## src/rtl/pgm_csum_pkg.sv

```systemverilog
package pgm_csum_pkg;
  typedef enum logic [2:0] {
    ST_IDLE, ST_CFG, ST_CFGW, ST_ID, ST_SCAN, ST_DRAIN
  } seq_st_e;

  // tag of the read whose data is on the bus this cycle
  typedef enum logic [1:0] {
    RK_NONE, RK_CFG, RK_ID, RK_SCAN
  } rd_kind_e;
endpackage

```

## src/rtl/pgm_csum_seq.sv

```systemverilog
module pgm_csum_seq
  import pgm_csum_pkg::*;
#(
  parameter int ADDR_W    = 11,
  parameter int ID_N      = 4,
  parameter int ID_IW     = 2,
  parameter int PROT_LAST = 63
) (
  input  logic              clk_i,
  input  logic              rst_ni,
  input  logic              start_i,
  input  logic              large_i,
  input  logic              cp_bit_i,
  output logic              mem_rd_o,
  output logic [ADDR_W-1:0] mem_addr_o,
  output rd_kind_e          kind_o,
  output logic [ID_IW-1:0]  idx_o,
  output logic              busy_o,
  output logic              scan_o,
  output logic              fin_o
);
  localparam logic [ADDR_W-1:0] CFG_BIG   = '1;
  localparam logic [ADDR_W-1:0] CFG_SMALL = CFG_BIG >> 1;
  localparam logic [ADDR_W-1:0] ID_BIG    = ADDR_W'(1) << (ADDR_W - 1);
  localparam logic [ADDR_W-1:0] ID_SMALL  = ID_BIG >> 1;
  localparam logic [ADDR_W-1:0] PROT_END  = ADDR_W'(PROT_LAST);
  localparam logic [ADDR_W-1:0] ID_END    = ADDR_W'(ID_N - 1);

  seq_st_e           st_q;
  logic [ADDR_W-1:0] cnt_q;
  logic              large_q, prot_q;
  rd_kind_e          kind_q;
  logic [ID_IW-1:0]  idx_q;

  logic [ADDR_W-1:0] cfg_addr, id_base, user_end, scan_end;

  always_comb begin
    cfg_addr = large_q ? CFG_BIG : CFG_SMALL;
    id_base  = large_q ? ID_BIG : ID_SMALL;
    user_end = id_base - ADDR_W'(2);
    scan_end = prot_q ? PROT_END : user_end;
  end

  always_comb begin
    mem_rd_o   = 1'b0;
    mem_addr_o = '0;
    unique case (st_q)
      ST_CFG:  begin mem_rd_o = 1'b1; mem_addr_o = cfg_addr;        end
      ST_ID:   begin mem_rd_o = 1'b1; mem_addr_o = id_base + cnt_q; end
      ST_SCAN: begin mem_rd_o = 1'b1; mem_addr_o = cnt_q;           end
      default: ;
    endcase
  end

  always_ff @(posedge clk_i or negedge rst_ni) begin
    if (!rst_ni) begin
      st_q    <= ST_IDLE;
      cnt_q   <= '0;
      large_q <= 1'b0;
      prot_q  <= 1'b0;
      kind_q  <= RK_NONE;
      idx_q   <= '0;
    end else begin
      kind_q <= RK_NONE;
      idx_q  <= cnt_q[ID_IW-1:0];
      unique case (st_q)
        ST_IDLE: if (start_i) begin
          large_q <= large_i;
          st_q    <= ST_CFG;
        end
        ST_CFG: begin
          kind_q <= RK_CFG;
          st_q   <= ST_CFGW;
        end
        ST_CFGW: begin
          // config data is on the bus now; bit low means protected
          prot_q <= !cp_bit_i;
          cnt_q  <= '0;
          st_q   <= cp_bit_i ? ST_SCAN : ST_ID;
        end
        ST_ID: begin
          kind_q <= RK_ID;
          if (cnt_q == ID_END) begin
            cnt_q <= '0;
            st_q  <= ST_SCAN;
          end else begin
            cnt_q <= cnt_q + ADDR_W'(1);
          end
        end
        ST_SCAN: begin
          kind_q <= RK_SCAN;
          if (cnt_q == scan_end) st_q <= ST_DRAIN;
          else                   cnt_q <= cnt_q + ADDR_W'(1);
        end
        ST_DRAIN: st_q <= ST_IDLE;
        default:  st_q <= ST_IDLE;
      endcase
    end
  end

  assign kind_o = kind_q;
  assign idx_o  = idx_q;
  assign busy_o = (st_q != ST_IDLE);
  assign scan_o = (st_q == ST_SCAN);
  assign fin_o  = (st_q == ST_DRAIN);
endmodule

```

## src/rtl/pgm_csum_acc.sv

```systemverilog
module pgm_csum_acc
  import pgm_csum_pkg::*;
#(
  parameter int          WORD_W   = 12,
  parameter int          SUM_W    = 16,
  parameter int          ID_N     = 4,
  parameter int          ID_IW    = 2,
  parameter int          NIB_W    = 4,
  parameter logic [15:0] CFG_MASK = 16'h001F
) (
  input  logic              clk_i,
  input  logic              rst_ni,
  input  logic              clr_i,
  input  rd_kind_e          kind_i,
  input  logic [ID_IW-1:0]  idx_i,
  input  logic [WORD_W-1:0] data_i,
  input  logic              fin_i,
  output logic              done_o,
  output logic [SUM_W-1:0]  result_o
);
  localparam logic [SUM_W-1:0] MASK_S = SUM_W'(CFG_MASK);

  logic [SUM_W-1:0] id_term [ID_N];
  logic [SUM_W-1:0] addend, acc_q, acc_nxt, res_q;
  logic             done_q;

  // first ID word lands in the top nibble
  for (genvar g = 0; g < ID_N; g++) begin : g_id_pos
    assign id_term[g] = SUM_W'(data_i[NIB_W-1:0]) << (NIB_W * (ID_N - 1 - g));
  end

  always_comb begin
    unique case (kind_i)
      RK_CFG:  addend = SUM_W'(data_i) & MASK_S;
      RK_ID:   addend = id_term[idx_i];
      RK_SCAN: addend = SUM_W'(data_i);
      default: addend = '0;
    endcase
    acc_nxt = acc_q + addend;
  end

  always_ff @(posedge clk_i or negedge rst_ni) begin
    if (!rst_ni) begin
      acc_q  <= '0;
      res_q  <= '0;
      done_q <= 1'b0;
    end else begin
      acc_q  <= clr_i ? '0 : acc_nxt;
      done_q <= fin_i;
      if (fin_i) res_q <= acc_nxt;
    end
  end

  assign done_o   = done_q;
  assign result_o = res_q;
endmodule

```

## src/rtl/pgm_csum.sv

```systemverilog
module pgm_csum
  import pgm_csum_pkg::*;
#(
  parameter int          ADDR_W    = 11,
  parameter int          WORD_W    = 12,
  parameter int          SUM_W     = 16,
  parameter int          ID_N      = 4,
  parameter int          NIB_W     = 4,
  parameter int          PROT_LAST = 63,
  parameter int          CP_BIT    = 3,
  parameter logic [15:0] CFG_MASK  = 16'h001F
) (
  input  logic              clk_i,
  input  logic              rst_ni,
  input  logic              start_i,
  input  logic              large_i,
  output logic              mem_rd_o,
  output logic [ADDR_W-1:0] mem_addr_o,
  input  logic [WORD_W-1:0] mem_data_i,
  output logic              done_o,
  output logic [SUM_W-1:0]  result_o
);
  localparam int ID_IW = (ID_N > 1) ? $clog2(ID_N) : 1;

  rd_kind_e         kind;
  logic [ID_IW-1:0] idx;
  logic             busy, scan, fin, start_ok;

  assign start_ok = start_i && !busy;

  pgm_csum_seq #(
    .ADDR_W(ADDR_W), .ID_N(ID_N), .ID_IW(ID_IW), .PROT_LAST(PROT_LAST)
  ) u_seq (
    .clk_i      (clk_i),
    .rst_ni     (rst_ni),
    .start_i    (start_i),
    .large_i    (large_i),
    .cp_bit_i   (mem_data_i[CP_BIT]),
    .mem_rd_o   (mem_rd_o),
    .mem_addr_o (mem_addr_o),
    .kind_o     (kind),
    .idx_o      (idx),
    .busy_o     (busy),
    .scan_o     (scan),
    .fin_o      (fin)
  );

  pgm_csum_acc #(
    .WORD_W(WORD_W), .SUM_W(SUM_W), .ID_N(ID_N), .ID_IW(ID_IW),
    .NIB_W(NIB_W), .CFG_MASK(CFG_MASK)
  ) u_acc (
    .clk_i    (clk_i),
    .rst_ni   (rst_ni),
    .clr_i    (start_ok),
    .kind_i   (kind),
    .idx_i    (idx),
    .data_i   (mem_data_i),
    .fin_i    (fin),
    .done_o   (done_o),
    .result_o (result_o)
  );
endmodule

```

## config.mk

```make
export PLATFORM = sky130hd
export DESIGN_NAME = pgm_csum
export DESIGN_NICKNAME = d
export VERILOG_FILES = /design/src/rtl/pgm_csum_pkg.sv /design/src/rtl/pgm_csum_seq.sv /design/src/rtl/pgm_csum_acc.sv /design/src/rtl/pgm_csum.sv
export SDC_FILE = /design/constraint.sdc
export NUM_CORES = 1
export LEC_CHECK = 0
export BUFFER_PORTS_ARGS = -buffer_cell sky130_fd_sc_hd__buf_2
export CELL_PAD_IN_SITES_DETAIL_PLACEMENT = 0
export CELL_PAD_IN_SITES_GLOBAL_PLACEMENT = 1
export CORE_ASPECT_RATIO = 1.2
export CORE_MARGIN = 10
export CORE_UTILIZATION = 50
export CTS_BUF_LIST = sky130_fd_sc_hd__clkbuf_8
export CTS_CLUSTER_DIAMETER = 80
export DETAILED_ROUTE_END_ITERATION = 10
export PLACE_DENSITY = 0.94
export SYNTH_ARGS = -nofsm -noshare
export SYNTH_HDL_FRONTEND = slang
export SYNTH_HIERARCHICAL = 1
export SYNTH_SLANG_ARGS = --single-unit
```

## constraint.sdc

```tcl
create_clock -name clk_i -period 4.75 [get_ports clk_i]
set_clock_uncertainty 0.05 [all_clocks]
set_input_delay 0.95 -clock clk_i [delete_from_list [all_inputs] [get_ports clk_i]]
set_output_delay 0.95 -clock clk_i [all_outputs]
set_load 0.02 [all_outputs]
```

==> PnR_summary.wiki <==
{| class="wikitable"
! Metric !! Value
|-
| Run status || finished, final reports clean
|-
| Fin. max-slew vios || 0
|-
| Count of hold buffers inserted by post-cts repair || 0
|-
| Number of violations reported at the end of detailed-routing iteration 0 || 141
|-
| Required time of the critical path || 3750 ps
|-
| Number of global-route vias before repair || 2,858
|-
| Post-CTS setup buffer count || 0
|-
| Synthesis-stage register bit count || 53
|-
| Cell-internal power || 916.8 uW
|-
| Net switching power || 575.5 uW
|-
| Total of buffers placed on input and output ports || 44
|-
| Largest net degree at the start of global routing || 54
|-
| Crit path buffers/inverters || 1
|-
| Gate power share || 0.456
|-
| Crit path max fanout || 24
|-
| Antenna-violating nets left || 0
|-
| Highest attainable clock frequency || 0.3315 GHz
|-
| Clock network power share || 0.172
|-
| Area of combinational cells with multiple inputs || 0.001948 sq mm
|-
| Detailed-route vias per instance || 5.821
|-
| Finish-stage setup viols || 0
|-
| Hold crit path type || reg -> reg
|-
| Die height || 110.5 microns
|-
| Count of cells resized by post-cts repair || 0
|-
| Later-pin clock latency in the skew report || 300 ps
|-
| Max-slew headroom at the worst pin || 0.3159
|-
| Via total after detailed routing || 2,835
|-
| DP HPWL || 5.930 mm
|-
| Footprint of the flip-flops and latches || 0.001326 sq mm
|-
| Maximum Capacitance Violations || 0
|-
| Number of distinct library cells after synthesis || 62
|-
| Gate Count Post-Synth || 366
|-
| Number of top-level pins || 45
|-
| Per-cell routed wire length || 16.29 microns
|-
| Net count reported at finish || 436
|-
| Post-Place Setup Slack || 1511 ps
|-
| Async SR Flop Fraction || 1.000
|-
| Worst setup EP type || output port
|-
| Fraction of power consumed by sequential logic || 0.372
|-
| Clk root buf || clkbuf_8
|-
| Placeable core region || 0.006526 sq mm
|-
| Total overflow reported by the global router || 0
|-
| Fraction of power spent switching nets || 0.3857
|-
| Cell family with most CP delay || simple AND/OR/NAND/NOR gates
|-
| Post-synthesis sequential area ratio || 0.3884
|-
| Max clock buf depth || 2
|-
| Yosys Warn Count || 6
|-
| Global-route wire length before repair || 13.32 mm
|-
| RSZ-0062 raised after global routing || no
|-
| Final clock period utilization by the worst path || 0.6351
|-
| Hold Path Stages || 1
|-
| Final hold vios || 0
|-
| Number of cell rows || 32
|-
| Mean area per synthesized cell || 9.329 sq um
|-
| Total iterations of the first detailed-routing run || 4
|-
| Time the final worst path needs with I/O delays and setup || 3016 ps
|-
| Initial standard-cell utilization of the core || 0.5232
|-
| GR Util All Layers || 0.1518
|-
| Total nets after synthesis || 400
|-
| Cells traversed along the worst timing path || and2b_1 > or2_2 > a22o_1 > buf_2
|-
| Layout fillers || 584
|-
| EDFF count, synth || 0
|-
| Slew of the pin with the lowest slew margin || 1026 ps
|-
| Max stage delay cell, worst path || and2b_1
|-
| Launching element type of the critical path || register
|-
| Clk sinks || 53
|-
| TritonCTS clock tree || yes
|-
| Overall die width || 95.44 microns
|-
| Cts bufs inserted || 5
|-
| Diodes inserted || 0
|-
| Antenna violations before repair || 0
|-
| Sum of routed wire length over all layers || 7.935 mm
|-
| Post-CTS clock slew at the launch and capture registers of the worst setup and hold paths || 90 ps
|-
| Smallest setup slack after layout || 1734 ps
|-
| CP Depth || 4
|-
| Leading register cell type out of synthesis || dfrtp_1
|-
| Post-synthesis instance area || 0.003415 sq mm
|-
| Data arrival time of the critical path || 2020 ps
|-
| Reg2reg path depth || 9
|-
| Static leakage || 1.628 nW
|-
| Final weighted congestion in routability-driven placement || 0.9158
|-
| Share of post-route cells with drive strength above 1 || 0.1716
|-
| Power per cell area || 396.6 mW/mm^2
|-
| CP peak stage delay || 650 ps
|-
| Die Footprint || 0.01055 sq mm
|-
| Worst setup path class || reg -> out
|-
| Highest ir drop seen on vdd || 162.7 uV
|-
| CTS H-Tree Depth || 2
|-
| Setup total negative slack || 0 ps
|-
| Drt drc || 0
|-
| Area growth from synthesis to final layout || 10.19%
|}
## synth_stat cells, types with 2 or more instances
cell type  instances  area (sq um)
dfrtp_1           53          1326
nand2_1           30         112.6
nor2_1            30         112.6
a21oi_1           29         145.1
o21ai_0           24         120.1
nor2b_1           20         125.1
inv_1             18         67.56
ha_1              17         212.7
xnor2_1           15         131.4
mux2i_1           13         130.1
clkbuf_1          11         41.29
a22oi_1            7         52.55
nand3_1            7         35.03
and2_1             6         37.54
a21o_1             4         30.03
buf_2              4         20.02
nor3_1             4         20.02
o31ai_1            4         30.03
a211oi_1           3         22.52
and3_1             3         18.77
mux2_2             3         33.78
nand2b_1           3         18.77
nand4_1            3         18.77
o21bai_1           3         22.52
or3_1              3         18.77
xor2_1             3         26.28
a22o_1             2         17.52
a31oi_1            2         12.51
and2b_1            2         15.01
and4_1             2         17.52
nand4b_1           2         17.52
nor4_1             2         12.51
nor4b_1            2         17.52
o21a_1             2         15.01
o31ai_4            2         42.54
or4_1              2         15.01
## cell usage in the layout (no fill, tap or decap), types with 3 or more instances in the layout
master / instances
nor2_1: 30
nor3_1: 4
a22oi_1: 7
nor2b_1: 20
and3_1: 3
or3_1: 3
inv_1: 19
clkbuf_8: 6
xnor2_1: 15
mux2_2: 3
buf_2: 44
o31ai_1: 4
ha_1: 17
dfrtp_1: 53
and2_1: 6
nand4_1: 3
a21oi_1: 29
o21ai_0: 24
nand3_1: 7
xor2_1: 3
mux2i_1: 13
a21o_1: 4
nand2b_1: 3
a211oi_1: 3
o21bai_1: 3
nand2_1: 30
## registers in the layout, summed over array words and instances, names as in the netlist
name and count:
u_acc/acc_q 16, u_acc/done_o 1, u_acc/result_o 16, u_seq/cnt_q 11
u_seq/idx_o 2, u_seq/kind_o 2, u_seq/large_q 1, u_seq/prot_q 1
u_seq/st_q 3
## stage by stage
step                utilization  cells  power, mW  instance area, sq um  hold slack [ps]
floorplan                     -    366      1.090                  3415            325.8
global placement         0.5633    480      1.220                  3676            434.1
detailed placement       0.5633    480      1.242                  3676            441.2
CTS                      0.5765    487      1.496                  3762            462.8
global route             0.5765    487      1.602                  3762            493.4
finish                   0.5765    487      1.492                  3762            458.2
## layer usage
layer,track usage,vias up,routed length (microns)
li1,-,1366,-
met1,0.1761,1370,3235
met2,0.2624,86,4022
met3,0.03383,13,539
met4,0.05397,0,138
met5,0,-,0
## layout make-up
class                   instances  share of cell area
flip-flops and latches         53              0.3525
clock buffers                   6             0.02195
well taps                      85             0.02827
clock inverters                 1           0.0009977
repair buffers                 45             0.06053
inverters                      18             0.01796
multi-input cells             279              0.5178
## path summary, 6_finish.rpt
path | slack (ps) | to | startpoint
worst max-delay path | 1730 | mem_addr_o[0] | u_seq/st_q[0]
worst min-delay path | 460 | u_acc/result_o[1] | u_acc/result_o[1]
worst max register to register | 1740 | u_acc/result_o[15] | u_seq/kind_o[0]
worst min register to register | 460 | u_acc/result_o[1] | u_acc/result_o[1]
max in group asynchronous | 3510 | u_seq/idx_o[1] | rst_ni
min in group asynchronous | 700 | u_acc/result_o[7] | rst_ni
## power by group through the flow
stage               registers [mW]  clock network (mW)  logic [mW]
floorplan                    0.558                   0       0.532
global placement             0.565                   0       0.655
detailed placement           0.565                   0       0.677
CTS                          0.556               0.262       0.679
global route                 0.562               0.278       0.763
finish                       0.555               0.257       0.681
## cells by family (layout without fill, tap and decap cells)
kind of cell	after synthesis	in the layout	share of synthesized area
AOI/OAI and AO/OA	97	97	0.1993
xor gates and xnor gates	18	18	0.04617
adders and majority gates	18	18	0.06816
buffers and inverters	34	70	0.04104
DFF	53	53	0.3884
muxes	17	17	0.05460
and+or+nand+nor	129	129	0.2023
Power figures use the tool's default switching activity.
